`config.mk`:
```
export PLATFORM = sky130hd
export DESIGN_NAME = pgx_xlate
export DESIGN_NICKNAME = d
export VERILOG_FILES = /design/src/rtl/pgx_pkg.sv /design/src/rtl/pgx_table.sv /design/src/rtl/pgx_resp.sv /design/src/rtl/pgx_xlate.sv
export SDC_FILE = /design/constraint.sdc
export NUM_CORES = 1
export LEC_CHECK = 0
export BUFFER_PORTS_ARGS = -buffer_cell sky130_fd_sc_hd__clkbuf_2
export CORE_ASPECT_RATIO = 1.75
export CORE_UTILIZATION = 45
export DETAILED_ROUTE_END_ITERATION = 10
export GPL_ROUTABILITY_DRIVEN = 0
export MAX_ROUTING_LAYER = met4
export PLACE_DENSITY_LB_ADDON = 0.25
export SYNTH_ARGS = -nofsm -noshare
export SYNTH_HDL_FRONTEND = slang
export SYNTH_SLANG_ARGS = --single-unit
```
`constraint.sdc`:
```
create_clock -name clk -period 3.4 [get_ports clk]
set_clock_uncertainty 0.2 [all_clocks]
set_input_delay 0.34 -clock clk [delete_from_list [all_inputs] [get_ports clk]]
set_output_delay 0.34 -clock clk [all_outputs]
set_load 0.02 [all_outputs]
```
`src/rtl/pgx_pkg.sv`:
```
package pgx_pkg;
  localparam int VA_W   = 16;
  localparam int OFF_W  = 12;
  localparam int PAGE_W = VA_W - OFF_W;
  localparam int FRM_W  = 3;
  localparam int PA_W   = FRM_W + OFF_W;
  localparam int NPAGES = 1 << PAGE_W;

  typedef struct packed {
    logic             present;
    logic [FRM_W-1:0] frame;
  } pte_t;

  function automatic logic [PAGE_W-1:0] va_page(input logic [VA_W-1:0] va);
    return va[VA_W-1:OFF_W];
  endfunction

  function automatic logic [PA_W-1:0] make_pa(input logic [FRM_W-1:0] f,
                                              input logic [VA_W-1:0] va);
    return {f, va[OFF_W-1:0]};
  endfunction
endpackage

```
`src/rtl/pgx_table.sv`:
```
module pgx_table
  import pgx_pkg::*;
(
  input  logic              clk,
  input  logic              rst_n,
  input  logic              we,
  input  logic [PAGE_W-1:0] wpage,
  input  pte_t              wdata,
  input  logic [PAGE_W-1:0] rpage,
  output pte_t              rdata
);
  pte_t ent [NPAGES];

  for (genvar g = 0; g < NPAGES; g++) begin : g_ent
    always_ff @(posedge clk) begin
      if (!rst_n) ent[g] <= '0;
      else if (we && wpage == PAGE_W'(g)) ent[g] <= wdata;
    end
  end

  assign rdata = ent[rpage];
endmodule

```
`src/rtl/pgx_resp.sv`:
```
module pgx_resp
  import pgx_pkg::*;
(
  input  logic              clk,
  input  logic              rst_n,
  input  logic              valid,
  input  logic [VA_W-1:0]   vaddr,
  input  pte_t              pte,
  output logic              ok,
  output logic [PA_W-1:0]   paddr,
  output logic              fault,
  output logic [PAGE_W-1:0] fpage
);
  always_ff @(posedge clk) begin
    if (!rst_n) begin
      ok <= 1'b0; fault <= 1'b0; paddr <= '0; fpage <= '0;
    end else begin
      ok    <= valid &&  pte.present;
      fault <= valid && !pte.present;
      if (valid) begin
        paddr <= pte.present ? make_pa(pte.frame, vaddr) : '0;
        fpage <= va_page(vaddr);
      end
    end
  end
endmodule

```
`src/rtl/pgx_xlate.sv`:
```
module pgx_xlate
  import pgx_pkg::*;
(
  input  logic        clk,
  input  logic        rst_n,
  input  logic        tbl_we,
  input  logic [3:0]  tbl_page,
  input  logic [2:0]  tbl_frame,
  input  logic        tbl_present,
  input  logic        req_valid,
  input  logic [15:0] req_vaddr,
  output logic        rsp_ok,
  output logic [14:0] rsp_paddr,
  output logic        rsp_fault,
  output logic [3:0]  rsp_fault_page
);
  pte_t lookup_pte;
  pte_t wr_pte;
  logic [PAGE_W-1:0] lookup_page;

  assign wr_pte      = '{present: tbl_present, frame: tbl_frame};
  assign lookup_page = va_page(req_vaddr);

  pgx_table u_tbl (
    .clk(clk), .rst_n(rst_n), .we(tbl_we), .wpage(tbl_page),
    .wdata(wr_pte), .rpage(lookup_page), .rdata(lookup_pte)
  );

  pgx_resp u_rsp (
    .clk(clk), .rst_n(rst_n), .valid(req_valid), .vaddr(req_vaddr),
    .pte(lookup_pte), .ok(rsp_ok), .paddr(rsp_paddr),
    .fault(rsp_fault), .fpage(rsp_fault_page)
  );
endmodule

```
==> results of run 1 <==
==> Yosys cell counts (2+ instances only) <==
| cell | count | area [µm²] |
|---|---|---|
| sky130_fd_sc_hd__nand4_1 | 2 | 12.5 |
| sky130_fd_sc_hd__nand3b_1 | 3 | 22.5 |
| sky130_fd_sc_hd__dfxtp_1 | 21 | 420 |
| sky130_fd_sc_hd__nor2b_1 | 9 | 56.3 |
| sky130_fd_sc_hd__o21ai_0 | 16 | 80.1 |
| sky130_fd_sc_hd__or2_2 | 2 | 12.5 |
| sky130_fd_sc_hd__edfxtp_1 | 64 | 1920 |
| sky130_fd_sc_hd__clkbuf_1 | 12 | 45.0 |
| sky130_fd_sc_hd__mux2i_1 | 13 | 130 |
| sky130_fd_sc_hd__buf_6 | 2 | 22.5 |
| sky130_fd_sc_hd__a22o_2 | 6 | 60.1 |
| sky130_fd_sc_hd__mux4_2 | 11 | 248 |
| sky130_fd_sc_hd__nand2_1 | 8 | 30.0 |
| sky130_fd_sc_hd__a22oi_1 | 3 | 22.5 |
| sky130_fd_sc_hd__a22o_1 | 9 | 78.8 |
| sky130_fd_sc_hd__mux4_1 | 2 | 52.6 |
| sky130_fd_sc_hd__nand3_1 | 11 | 55.1 |
| sky130_fd_sc_hd__nor2_1 | 19 | 71.3 |
| sky130_fd_sc_hd__nand2b_1 | 3 | 18.8 |
| sky130_fd_sc_hd__and2_1 | 64 | 400 |
==> power groups by stage <==
stage	Sequential [µW]	Clock, µW	Combinational (µW)
2_1_floorplan	1230	0	122
3_3_place_gp	1220	0	204
3_5_place_dp	1220	0	206
4_1_cts	1200	941	207
5_1_grt	1210	985	222
6_report	1200	925	204
==> worst max-delay path, delay by kind of cell <==
family,cells,cell delay (ns)
and+or+nand+nor,1,0.10
muxes,1,0.57
AOI/OAI and AO/OA,2,0.37
buffers and inverters,2,0.64
==> logic make-up (layout without fill, tap and decap cells) <==
family / Yosys count / after routing / share of synthesized area
AND/OR/NAND/NOR: 121 / 121 / 0.179
flip-flops: 85 / 85 / 0.618
multiplexers: 26 / 26 / 0.114
buffers and inverters: 16 / 65 / 0.0201
AO/OA/AOI/OAI: 35 / 35 / 0.0690
==> stage by stage <==
step                total power (µW)  area [µm²]  setup slack (ns)  hold WS [ns]
finish                          2330        4360              1.41        0.0214
floorplan                       1350        3790              1.40         0.273
global route                    2420        4360              1.30       0.00669
global placement                1430        4080              1.03         0.256
CTS                             2350        4360              1.40        0.0107
detailed placement              1430        4080              1.04         0.253
==> per-layer routing <==
metal / wire [µm] / global-route usage / vias to the layer above
met1: 3100 / 0.215 / 1159
met4: 130 / 0.0875 / 0
met3: 348 / 0.0538 / 9
met5: 0 / - / -
met2: 4330 / 0.354 / 68
li1: - / - / 1125
==> worst max path at each step <==
stage | cells past startpoint | start | slack, ns | endpoint
2_1_floorplan | 6 | req_vaddr[14] | 1.40 | u_rsp.paddr[12]$_SDFFE_PN0P_
3_3_place_gp | 6 | req_vaddr[12] | 1.03 | u_rsp.paddr[13]$_SDFFE_PN0P_
3_5_place_dp | 6 | req_vaddr[12] | 1.04 | u_rsp.paddr[13]$_SDFFE_PN0P_
4_1_cts | 6 | req_vaddr[12] | 1.40 | u_rsp.paddr[13]$_SDFFE_PN0P_
5_1_grt | 7 | req_vaddr[12] | 1.30 | u_rsp.paddr[8]$_SDFFE_PN0P_
6_report | 6 | req_vaddr[12] | 1.41 | u_rsp.paddr[13]$_SDFFE_PN0P_
==> sequential cells by signal (all words and copies together), names as in the netlist <==
name,count
u_rsp.ok,1
u_rsp.paddr,15
u_rsp.fpage,4
u_tbl.ent,64
u_rsp.fault,1
==> cell type report <==
type	count	area share
well taps	92	0.0264
clock buffers	10	0.0525
repair buffers	49	0.0568
multi-input cells	182	0.315
clock inverters	6	0.0123
flip-flops and latches	85	0.537
==> metrics.md, run 1 <==
| Metric | Value |
|---|---|
| Data arrival, critical path | 2.02 ns |
| Final min period | 1.99 ns |
| Sequential cell area | 2340 µm² |
| Number of global-route vias before repair | 2300 |
| Antenna diodes | 0 |
| Portion of total power attributed to combinational logic | 0.088 |
| Worst Setup Path Type | in -> reg |
| Cell area after synthesis | 3790 µm² |
| Slew Viols, Final | 0 |
| Most frequently used flop master after synthesis | sky130_fd_sc_hd__edfxtp_1 |
| Wire length of the first global-routing pass | 12300 µm |
| Count of unique library cells instantiated by Yosys | 23 |
| Stage delay of the slowest cell on the critical path | 0.57 ns |
| Outcome | complete, but fails checks |
| Number of antenna-violating nets in the routed design | 0 |
| Number of enable flip-flop cells after synthesis | 64 |
| Final cell count without fillers | 424 |
| Number of synthesized register bits | 85 |
| Detailed-route via count | 2361 |
| Total power per unit cell area | 535 nW/µm² |
| Gr usage total | 0.203 |
| Drt total wl | 7910 µm |
| Layout area overhead | 15.0% |
| Filler cells | 706 |
| Most frequent cells in the layout | sky130_fd_sc_hd__and2_1 (64), sky130_fd_sc_hd__edfxtp_1 (64), sky130_fd_sc_hd__clkbuf_2 (48) |
| Class of the most critical hold timing path | in -> reg |
| Master cell of the clock root buffer | sky130_fd_sc_hd__clkbuf_16 |
| I/O Buffers | 48 |
| Post-detail-place hpwl | 5700 µm |
| Fraction of power consumed by the clock network | 0.397 |
| Violations in the final reports | DRC |
| Number of H-tree levels | 3 |
| Share of layout cells above drive strength 1 | 0.244 |
| Clock latency on the worst-skew pair | 0.34 ns |
| Via-to-Cell Ratio | 5.57 |
| Reported net switching power | 512 µW |
| Grt ovf | 0 |
| Static leakage power | 0.00166 µW |
| Slowest CP cell | sky130_fd_sc_hd__mux4_1 |
| Number of buffers on the longest clock path | 2 |
| Sequential element share of the synthesized area | 0.618 |
| Number of setup violations in the final report | 0 |
| Remaining design rule violation count | 9 |
| Antenna violations before repair | 0 |
| Clock input transition at the sequential cells of the worst setup and hold paths | 0.06 ns |
| Setup TNS | 0 ns |
| Cell count after synthesis | 283 |
| Total core area | 8200 µm² |
| Detailed router's first-iteration violation count | 144 |
| Die X | 71.4 µm |
| Unrepaired setup endpoints after global routing | false |
| Starting utilization of the core area | 0.462 |
| Register share of total power | 0.516 |
| Die area | 8810 µm² |
| Final net count | 355 |
| Critical path, cell by cell | clkbuf_2 -> buf_4 -> mux4_1 -> a22oi_1 -> nand3_1 -> a22o_1 |
| Post-CTS resize count | 0 |
| Setup slack on the worst flop-to-flop path | 1.53 ns |
| TritonRoute pass-1 iters | 8 |
| CTS tree | yes |
| Data required time at the worst endpoint | 3.43 ns |
| Total of hold buffers inserted after clock tree synthesis | 0 |
| Upper clock frequency limit | 502 MHz |
| Switching share of total power | 0.220 |
| Depth of the most critical reg-to-reg path | 4 |
| CTS buffer count | 9 |
| Final clock period utilization by the worst path | 0.586 |
| Vertical extent of the die | 123 µm |
| Syn nets | 311 |
| Average footprint of a synthesized cell | 13.4 µm² |
| Hold path startpoint | req_vaddr[2] |
| Row Count | 44 |
| CP Launch Type | input port |
| Number of placed instances with taps included | 408 |
| Launching point of the worst reg2reg path | u_tbl.ent[15][3]$_SDFFCE_PN0P_ |
| Maximum number of pins on one net before global-route repair | 27 |
| Fin. Hold Viols | 0 |
| Worst-margin pin slew | 1.00 ns |
| Pint | 1820 µW |
| Drt wl/cell | 18.7 µm |
| Number of ports placed on the die boundary | 49 |
| Footprint of the multi-input gates | 1370 µm² |
| Min-Delay Path Depth | 2 |
| Category of the worst setup path capture point | flop |
| Setup bufs post-CTS | 0 |
| VDD IR-drop max | 0.000261 V |
| Worst relative slew slack | 0.332 |
| Count of warnings emitted by yosys | 0 |
| Reg2Reg Capture Point | u_rsp.paddr[8]$_SDFFE_PN0P_ |
| Worst Hold End | u_rsp.paddr[2]$_SDFFE_PN0P_ |
| Clock net sink count | 85 |
| Largest driver fanout on the critical path | 12 |
| Post-synth ARST share | 0 |
| Count of maximum capacitance violations | 0 |
| Final core occ | 0.531 |
Power figures use the tool's default switching activity.
==> run 2: changes to the inputs <==
--- a/config.mk
+++ b/config.mk
@@ -5,6 +5,7 @@
 export SDC_FILE = /design/constraint.sdc
 export NUM_CORES = 1
 export LEC_CHECK = 0
+export ABC_AREA = 1
 export BUFFER_PORTS_ARGS = -buffer_cell sky130_fd_sc_hd__clkbuf_2
 export CORE_ASPECT_RATIO = 1.75
 export CORE_UTILIZATION = 45
==> constraint.sdc (replaced) <==
create_clock -name clk -period 1.8 [get_ports clk]
set_clock_uncertainty 0.2 [all_clocks]
set_input_delay 0.18 -clock clk [delete_from_list [all_inputs] [get_ports clk]]
set_output_delay 0.18 -clock clk [all_outputs]
set_load 0.02 [all_outputs]
==> run 2 against run 1 <==
Against the previous run: the flow now finishes without violations; worst setup slack worse by 1.1 ns; die area is 6.3% higher; hold slack worse by 0.0070 ns; register-to-register slack worse by 1.2 ns; non-clock buffer count is 40 higher; critical path depth is 1 higher; final cell count is 58% higher; first-iteration DRC count is 13% higher; global-route usage is 3.0 points higher; critical path type unchanged; critical endpoint unchanged; largest cell class unchanged.
==> metrics.md, run 2 <==
| Metric | Value |
|---|---|
| Proportion of netlist area held by the largest area contributor | 0.476 (-0.0308) |
| Final min period | 1.51 ns |
| Antenna diodes | 0 (unchanged) |
| Master cell of the clock root buffer | sky130_fd_sc_hd__clkbuf_16 |
| Family with the most delay on the worst path | buffers and inverters |
| Depth of the most critical reg-to-reg path | 8 (+4) |
| Total core area | 8670 µm² (+5.7%) |
| Final net count | 578 (+63%) |
| Fin. Hold Viols | 0 (unchanged) |
| Slowest CP cell | sky130_fd_sc_hd__dlygate4sd3_1 |
| Drt total wl | 9580 µm (+21%) |
| CTS tree | yes |
| Share of layout cells above drive strength 1 | 0.195 (-0.0494) |
| Cell count after synthesis | 472 (+67%) |
| Number of global-route vias before repair | 3394 (+48%) |
| Most frequent cells in the layout | sky130_fd_sc_hd__nand2_1 (141), sky130_fd_sc_hd__nor2_1 (72), sky130_fd_sc_hd__edfxtp_1 (64) |
| Clock net sink count | 85 (unchanged) |
| Layout area overhead | 23.3% |
| Clock input transition at the sequential cells of the worst setup and hold paths | 0.06 ns (about the same) |
| Die X | 73.6 µm (+3.1%) |
| Count of warnings emitted by yosys | 0 (unchanged) |
| Sequential element share of the synthesized area | 0.580 (-0.0376) |
| Syn nets | 500 (+61%) |
| Critical path, cell by cell | dlygate4sd3_1 -> clkbuf_2 -> inv_1 -> nand3_2 -> nand2_4 -> nand3_1 -> nand2_1 |
| Yosys top cell by area | sky130_fd_sc_hd__edfxtp_1 |
| Count of unique library cells instantiated by Yosys | 22 (-4.3%) |
| Post-synth ARST share | 0 (unchanged) |
| Die area | 9360 µm² (+6.3%) |
| Number of antenna-violating nets in the routed design | 0 (unchanged) |
| Clock latency on the worst-skew pair | 0.34 ns (about the same) |
| VDD IR-drop max | 0.000480 V (+84%) |
| Most frequent standard cell in the layout excluding fill and tap cells | sky130_fd_sc_hd__nand2_1 |
| Upper clock frequency limit | 663 MHz |
| Number of ports placed on the die boundary | 49 (unchanged) |
| Number of buffers and inverters on the critical path | 3 (+1) |
| Worst-margin pin slew | 0.599 ns (-0.401 ns) |
| Largest driver fanout on the critical path | 16 (+4) |
| Outcome | finished clean |
| Average footprint of a synthesized cell | 8.55 µm² (-36%) |
| Most frequently used flop master after synthesis | sky130_fd_sc_hd__edfxtp_1 |
| Count of maximum capacitance violations | 0 (unchanged) |
| Filler cells | 776 (+9.9%) |
| Stage delay of the slowest cell on the critical path | 0.54 ns (-0.03 ns) |
| Detailed-route via count | 3353 (+42%) |
| Category of the worst setup path capture point | flop |
| Wire length of the first global-routing pass | 15300 µm (+25%) |
| Via-to-Cell Ratio | 4.99 (-10%) |
| Number of buffers on the longest clock path | 2 (unchanged) |
| TritonRoute pass-1 iters | 5 (-3) |
| Largest register FFs | 64 (unchanged) |
| Post-detail-place hpwl | 6890 µm (+21%) |
| CP Launch Type | input port |
| Number of enable flip-flop cells after synthesis | 64 (unchanged) |
| Final clock period utilization by the worst path | 0.838 |
| Vertical extent of the die | 127 µm (+3.1%) |
| Cell area after synthesis | 4040 µm² (+6.5%) |
| Number of synthesized register bits | 85 (unchanged) |
| Antenna violations before repair | 0 (unchanged) |
| Worst Setup Path Type | in -> reg |
| Count leader, synth | sky130_fd_sc_hd__nand2_1 |
| Remaining design rule violation count | 0 (-9) |
| Detailed router's first-iteration violation count | 163 (+13%) |
| Starting utilization of the core area | 0.465 (+0.00335) |
| I/O Buffers | 48 (unchanged) |
| Grt ovf | 0 (unchanged) |
| Data required time at the worst endpoint | 1.89 ns (-1.54 ns) |
| Critical path depth in cells | 7 (+1) |
| Drt wl/cell | 14.3 µm (-24%) |
| Setup TNS | 0 ns (unchanged) |
| Top area cells in the synthesized netlist | sky130_fd_sc_hd__edfxtp_1 (48%), sky130_fd_sc_hd__nand2_1 (13%), sky130_fd_sc_hd__dfxtp_1 (10%) |
| Maximum number of pins on one net before global-route repair | 25 (-7.4%) |
| Row Count | 45 (+2.3%) |
| Slew Viols, Final | 0 (unchanged) |
| Final core occ | 0.574 (+0.0425) |
| Gr usage total | 0.233 (+0.0299) |
| Unrepaired setup endpoints after global routing | false |
| Data arrival, critical path | 1.59 ns (-0.43 ns) |
| Worst relative slew slack | 0.600 (+0.268) |
| Most used standard cells in the synthesized netlist | sky130_fd_sc_hd__nand2_1 (141), sky130_fd_sc_hd__nor2_1 (72), sky130_fd_sc_hd__edfxtp_1 (64) |
| Post-CTS resize count | 0 (unchanged) |
| Total power per unit cell area | 964 nW/µm² (+80%) |
| Leading registers by flop count | u_tbl.ent (64), u_rsp.paddr (15), u_rsp.fpage (4) |
| Number of H-tree levels | 3 (unchanged) |
| Number of setup violations in the final report | 0 (unchanged) |
| Top register by number of flip-flops | u_tbl.ent |
| CTS buffer count | 9 (unchanged) |
| Class of the most critical hold timing path | in -> reg |
| Static leakage power | 0.00232 µW (+39%) |
| Min-Delay Path Depth | 3 (+1) |
| Total power after layout | 4800 µW (+110%) |
[run 2: changes by cell type after synthesis, sizes merged, moves of 6 or more]
cell | before | now
nand2 | 8 | 142
and2 | 64 | 0
nand3 | 11 | 70
inv | 0 | 57
nor2 | 19 | 72
a22o | 15 | 0
mux2i | 13 | 0
mux4 | 13 | 0
buf | 4 | 13
nor2b | 9 | 0
o21ai | 16 | 9
nand4 | 2 | 8
[run 2: worst register-to-register path, stage by stage (launching register included)]
cell                       delay, ns
sky130_fd_sc_hd__edfxtp_1       0.40
sky130_fd_sc_hd__nand2_1        0.09
sky130_fd_sc_hd__nand2_1        0.06
sky130_fd_sc_hd__nand2_1        0.05
sky130_fd_sc_hd__nand3_1        0.09
sky130_fd_sc_hd__nand3_2        0.11
sky130_fd_sc_hd__nand2_4        0.15
sky130_fd_sc_hd__nand3_1        0.11
sky130_fd_sc_hd__nand2_1        0.07
[run 2: final cells by class]
class	count	area, µm²	area share
clock buffer	9	225	0.0453
multi-input combinational	307	1360	0.273
timing repair buffer	89	581	0.117
sequential	85	2340	0.471
tap	117	146	0.0294
inverter	58	218	0.0438
clock inverter	7	105	0.0211
[run 2: cell families (layout without fill, tap and decap cells)]
group | count (synthesis) | count (layout) | synth area share
AND/OR/NAND/NOR | 294 | 294 | 0.319
flip-flops | 85 | 85 | 0.580
buffers and inverters | 80 | 163 | 0.0828
AO/OA/AOI/OAI | 13 | 13 | 0.0180
[run 2: what timing repair did]
item | in CTS | in global routing
hold buffers | 13 | 0
setup buffers | 0 | 0
endpoints found under the hold margin | 13 | 0
[run 2: path summary, 6_finish.rpt]
check / from / endpoint / slack [ns]
worst max-delay path: req_vaddr[15] / u_rsp.paddr[13]$_SDFFE_PN0P_ / 0.29
worst min-delay path: req_valid / u_rsp.ok$_SDFF_PN0_ / 0.01
worst max register to register: u_tbl.ent[3][3]$_SDFFCE_PN0P_ / u_rsp.paddr[13]$_SDFFE_PN0P_ / 0.36
worst min register to register: u_rsp.paddr[7]$_SDFFE_PN0P_ / u_rsp.paddr[7]$_SDFFE_PN0P_ / 0.25
[run 2: layer usage]
layer	track usage	share of wire	wire length (µm)	up-vias
met5	-	0	0	-
met4	0.183	0.042	401	0
met3	0.0426	0.051	485	28
met2	0.413	0.56	5320	108
met1	0.207	0.35	3370	1542
li1	-	-	-	1675
[run 2: metrics by stage]
| stage | hold slack [ns] | cells | instance area [µm²] | setup WS [ns] |
|---|---|---|---|---|
| after detailed placement | 0.208 | 643 | 4520 | 0.0751 |
| final | 0.0145 | 672 | 4980 | 0.291 |
| after floorplan | 0.101 | 472 | 4040 | 0.241 |
| after global routing | 0.0311 | 672 | 4980 | 0.218 |
| after CTS | 0.0159 | 672 | 4980 | 0.301 |
| after global placement | 0.199 | 643 | 4520 | 0.0622 |
[run 2: power by group]
group	leakage, µW	switching (µW)	internal (µW)
logic	0.00138	345	181
clock network	0.000159	783	1240
registers	0.000785	35.0	2220
total	0.00232	1160	3630
==> run 3: changes to the inputs <==
==> constraint.sdc (replaced) <==
create_clock -name clk -period 1.6 [get_ports clk]
set_clock_uncertainty 0.2 [all_clocks]
set_input_delay 0.16 -clock clk [delete_from_list [all_inputs] [get_ports clk]]
set_output_delay 0.16 -clock clk [all_outputs]
set_load 0.02 [all_outputs]
==> run 3 against run 2 <==
Against the previous run: power up 8.6%; final cell count up 1.2%; global-route usage up 0.40 points.
==> metrics.md, run 3 (synthesis results as in run 2) <==
| Metric | Value |
|---|---|
| Outcome | finished clean |
| Final min period | 1.47 ns |
| Detailed router's first-iteration violation count | 207 (+27%) |
| Setup bufs post-CTS | 0 (unchanged) |
| Vertical extent of the die | 127 µm (unchanged) |
| Category of the worst setup path capture point | flop |
| Layout area overhead | 24.7% |
| Wire length of the first global-routing pass | 15400 µm (+0.77%) |
| Clock input transition at the sequential cells of the worst setup and hold paths | 0.06 ns (about the same) |
| Most frequent cells in the layout | sky130_fd_sc_hd__nand2_1 (141), sky130_fd_sc_hd__nor2_1 (72), sky130_fd_sc_hd__edfxtp_1 (64) |
| Static leakage power | 0.00236 µW (+1.6%) |
| CP Launch Type | input port |
| Detailed-route via count | 3433 (+2.4%) |
| Post-route cell area | 5030 µm² (+1.2%) |
| Upper clock frequency limit | 678 MHz |
| Gr usage total | 0.237 (+0.00396) |
| Final cell count without fillers | 680 (+1.2%) |
| Antenna violations before repair | 0 (unchanged) |
| TritonRoute pass-1 iters | 5 (unchanged) |
| Starting utilization of the core area | 0.465 (unchanged) |
| Class of the most critical hold timing path | in -> reg |
| Slew Viols, Final | 0 (unchanged) |
| Worst Setup Path Type | in -> reg |
| Final hold slack | 0.131 ns (+0.117 ns) |
| Number of placed instances with taps included | 650 (+1.1%) |
| Post-CTS resize count | 0 (unchanged) |
| Worst relative slew slack | 0.773 (+0.173) |
| Reg2Reg Capture Point | u_rsp.paddr[13]$_SDFFE_PN0P_ |
| Filler cells | 775 (-0.13%) |
| Data required time at the worst endpoint | 1.69 ns (-0.20 ns) |
| Unrepaired setup endpoints after global routing | false |
| VDD IR-drop max | 0.000642 V (+34%) |
| Family with the most delay on the worst path | buffers and inverters |
| Launching point of the worst reg2reg path | u_tbl.ent[11][3]$_SDFFCE_PN0P_ |
| Largest register FFs | 64 (unchanged) |
| Top register by number of flip-flops | u_tbl.ent |
| Maximum number of pins on one net before global-route repair | 33 (+32%) |
| Setup slack on the worst flop-to-flop path | 0.17 ns (-0.19 ns) |
| Clock net sink count | 85 (unchanged) |
| Row Count | 45 (unchanged) |
| Worst-margin pin slew | 0.340 ns (-0.259 ns) |
| Remaining design rule violation count | 0 (unchanged) |
| Leading registers by flop count | u_tbl.ent (64), u_rsp.paddr (15), u_rsp.fpage (4) |
| Placement-stage cell area | 4590 µm² (+1.7%) |
| Number of buffers on the longest clock path | 2 (unchanged) |
| Final clock period utilization by the worst path | 0.921 |
| Number of ports placed on the die boundary | 49 (unchanged) |
| Die area | 9360 µm² (unchanged) |
| Depth of the most critical reg-to-reg path | 8 (unchanged) |
| Total core area | 8670 µm² (unchanged) |
| Number of global-route vias before repair | 3292 (-3.0%) |
| I/O Buffers | 48 (unchanged) |
| CTS tree | yes |
| Number of antenna-violating nets in the routed design | 0 (unchanged) |
| Final net count | 586 (+1.4%) |
| Grt ovf | 0 (unchanged) |
| Drt total wl | 9920 µm (+3.5%) |
| Number of buffers and inverters on the critical path | 3 (unchanged) |
| Worst Hold End | u_rsp.fpage[0]$_SDFFE_PN0P_ |
| Min-Delay Path Depth | 3 (unchanged) |
| Antenna diodes | 0 (unchanged) |
| Master cell of the clock root buffer | sky130_fd_sc_hd__clkbuf_16 |
| Stage delay of the slowest cell on the critical path | 0.54 ns (about the same) |
| Count of maximum capacitance violations | 0 (unchanged) |
| Total power per unit cell area | 1030 nW/µm² (+7.3%) |
| Share of layout cells above drive strength 1 | 0.199 (+0.00434) |
| CTS buffer count | 9 (unchanged) |
| Die X | 73.6 µm (unchanged) |
| Number of H-tree levels | 3 (unchanged) |
| Pre-CTS setup slack | -0.0842 ns (-0.159 ns) |
| Post-detail-place hpwl | 7100 µm (+3.0%) |
| Post-route worst setup slack | 0.126 ns (-0.165 ns) |
| Hold path startpoint | req_vaddr[12] |
| Slowest CP cell | sky130_fd_sc_hd__dlygate4sd3_1 |
| Drt wl/cell | 14.6 µm (+2.3%) |
| Largest driver fanout on the critical path | 16 (unchanged) |
| Number of setup violations in the final report | 0 (unchanged) |
| Clock latency on the worst-skew pair | 0.34 ns (about the same) |
| Most frequent standard cell in the layout excluding fill and tap cells | sky130_fd_sc_hd__nand2_1 |
| Fin. Hold Viols | 0 (unchanged) |
| Critical path, cell by cell | dlygate4sd3_1 -> clkbuf_2 -> inv_1 -> nand3_2 -> nand2_4 -> nand3_1 -> nand2_1 |
| Data arrival, critical path | 1.56 ns (-0.03 ns) |
| Via-to-Cell Ratio | 5.05 (+1.2%) |
| Final core occ | 0.581 (+0.00664) |
[run 3: worst min-delay path, delay by kind of cell]
family,cells,cell delay [ns]
compound gates,1,0.19
buf+inv,2,0.29
[run 3: worst max path at each step]
stage / cells past startpoint / slack (ns) / to / from
after floorplan: 4 / 0.06 / u_tbl.ent[2][0]$_SDFFCE_PN0P_ / tbl_page[1]
after global placement: 10 / -0.04 / u_rsp.paddr[2]$_SDFFE_PN0P_ / req_vaddr[12]
after detailed placement: 10 / -0.08 / u_rsp.paddr[2]$_SDFFE_PN0P_ / req_vaddr[12]
after CTS: 7 / 0.13 / u_rsp.paddr[13]$_SDFFE_PN0P_ / req_vaddr[15]
after global routing: 7 / 0.03 / u_rsp.paddr[2]$_SDFFE_PN0P_ / req_vaddr[15]
final: 7 / 0.13 / u_rsp.paddr[13]$_SDFFE_PN0P_ / req_vaddr[15]
[run 3: cell type report]
type | instances | area, µm² | share of cell area
inverters | 58 | 218 | 0.0433
flip-flops and latches | 85 | 2340 | 0.465
well taps | 117 | 146 | 0.0291
multi-input cells | 307 | 1360 | 0.270
clock buffers | 14 | 287 | 0.0569
repair buffers | 97 | 668 | 0.133
clock inverters | 2 | 13.8 | 0.00273
[run 3: where the power goes]
group	internal, µW	leakage [µW]	total (µW)	switching [µW]
combinational	222	0.00143	614	392
sequential	2490	0.000785	2540	41.9
clock	1240	0.000147	2060	813
total	3960	0.00236	5210	1250
[run 3: through the flow]
stage	power, µW	setup TNS, ns
floorplan	2930	0
global placement	3160	-0.322
detailed placement	3170	-0.916
CTS	5240	0
global route	5410	0
finish	5210	0
[run 3: routing by layer]
metal  track usage  part of all wire
met1         0.217              0.35
met2         0.437              0.56
met3        0.0568             0.052
met4         0.119             0.033
met5             -                 0
[run 3: repair_timing]
| item | in CTS | in global routing |
|---|---|---|
| hold endpoints to repair | 14 | 0 |
| hold buffers | 14 | 0 |
| setup endpoints to repair | 0 | 0 |
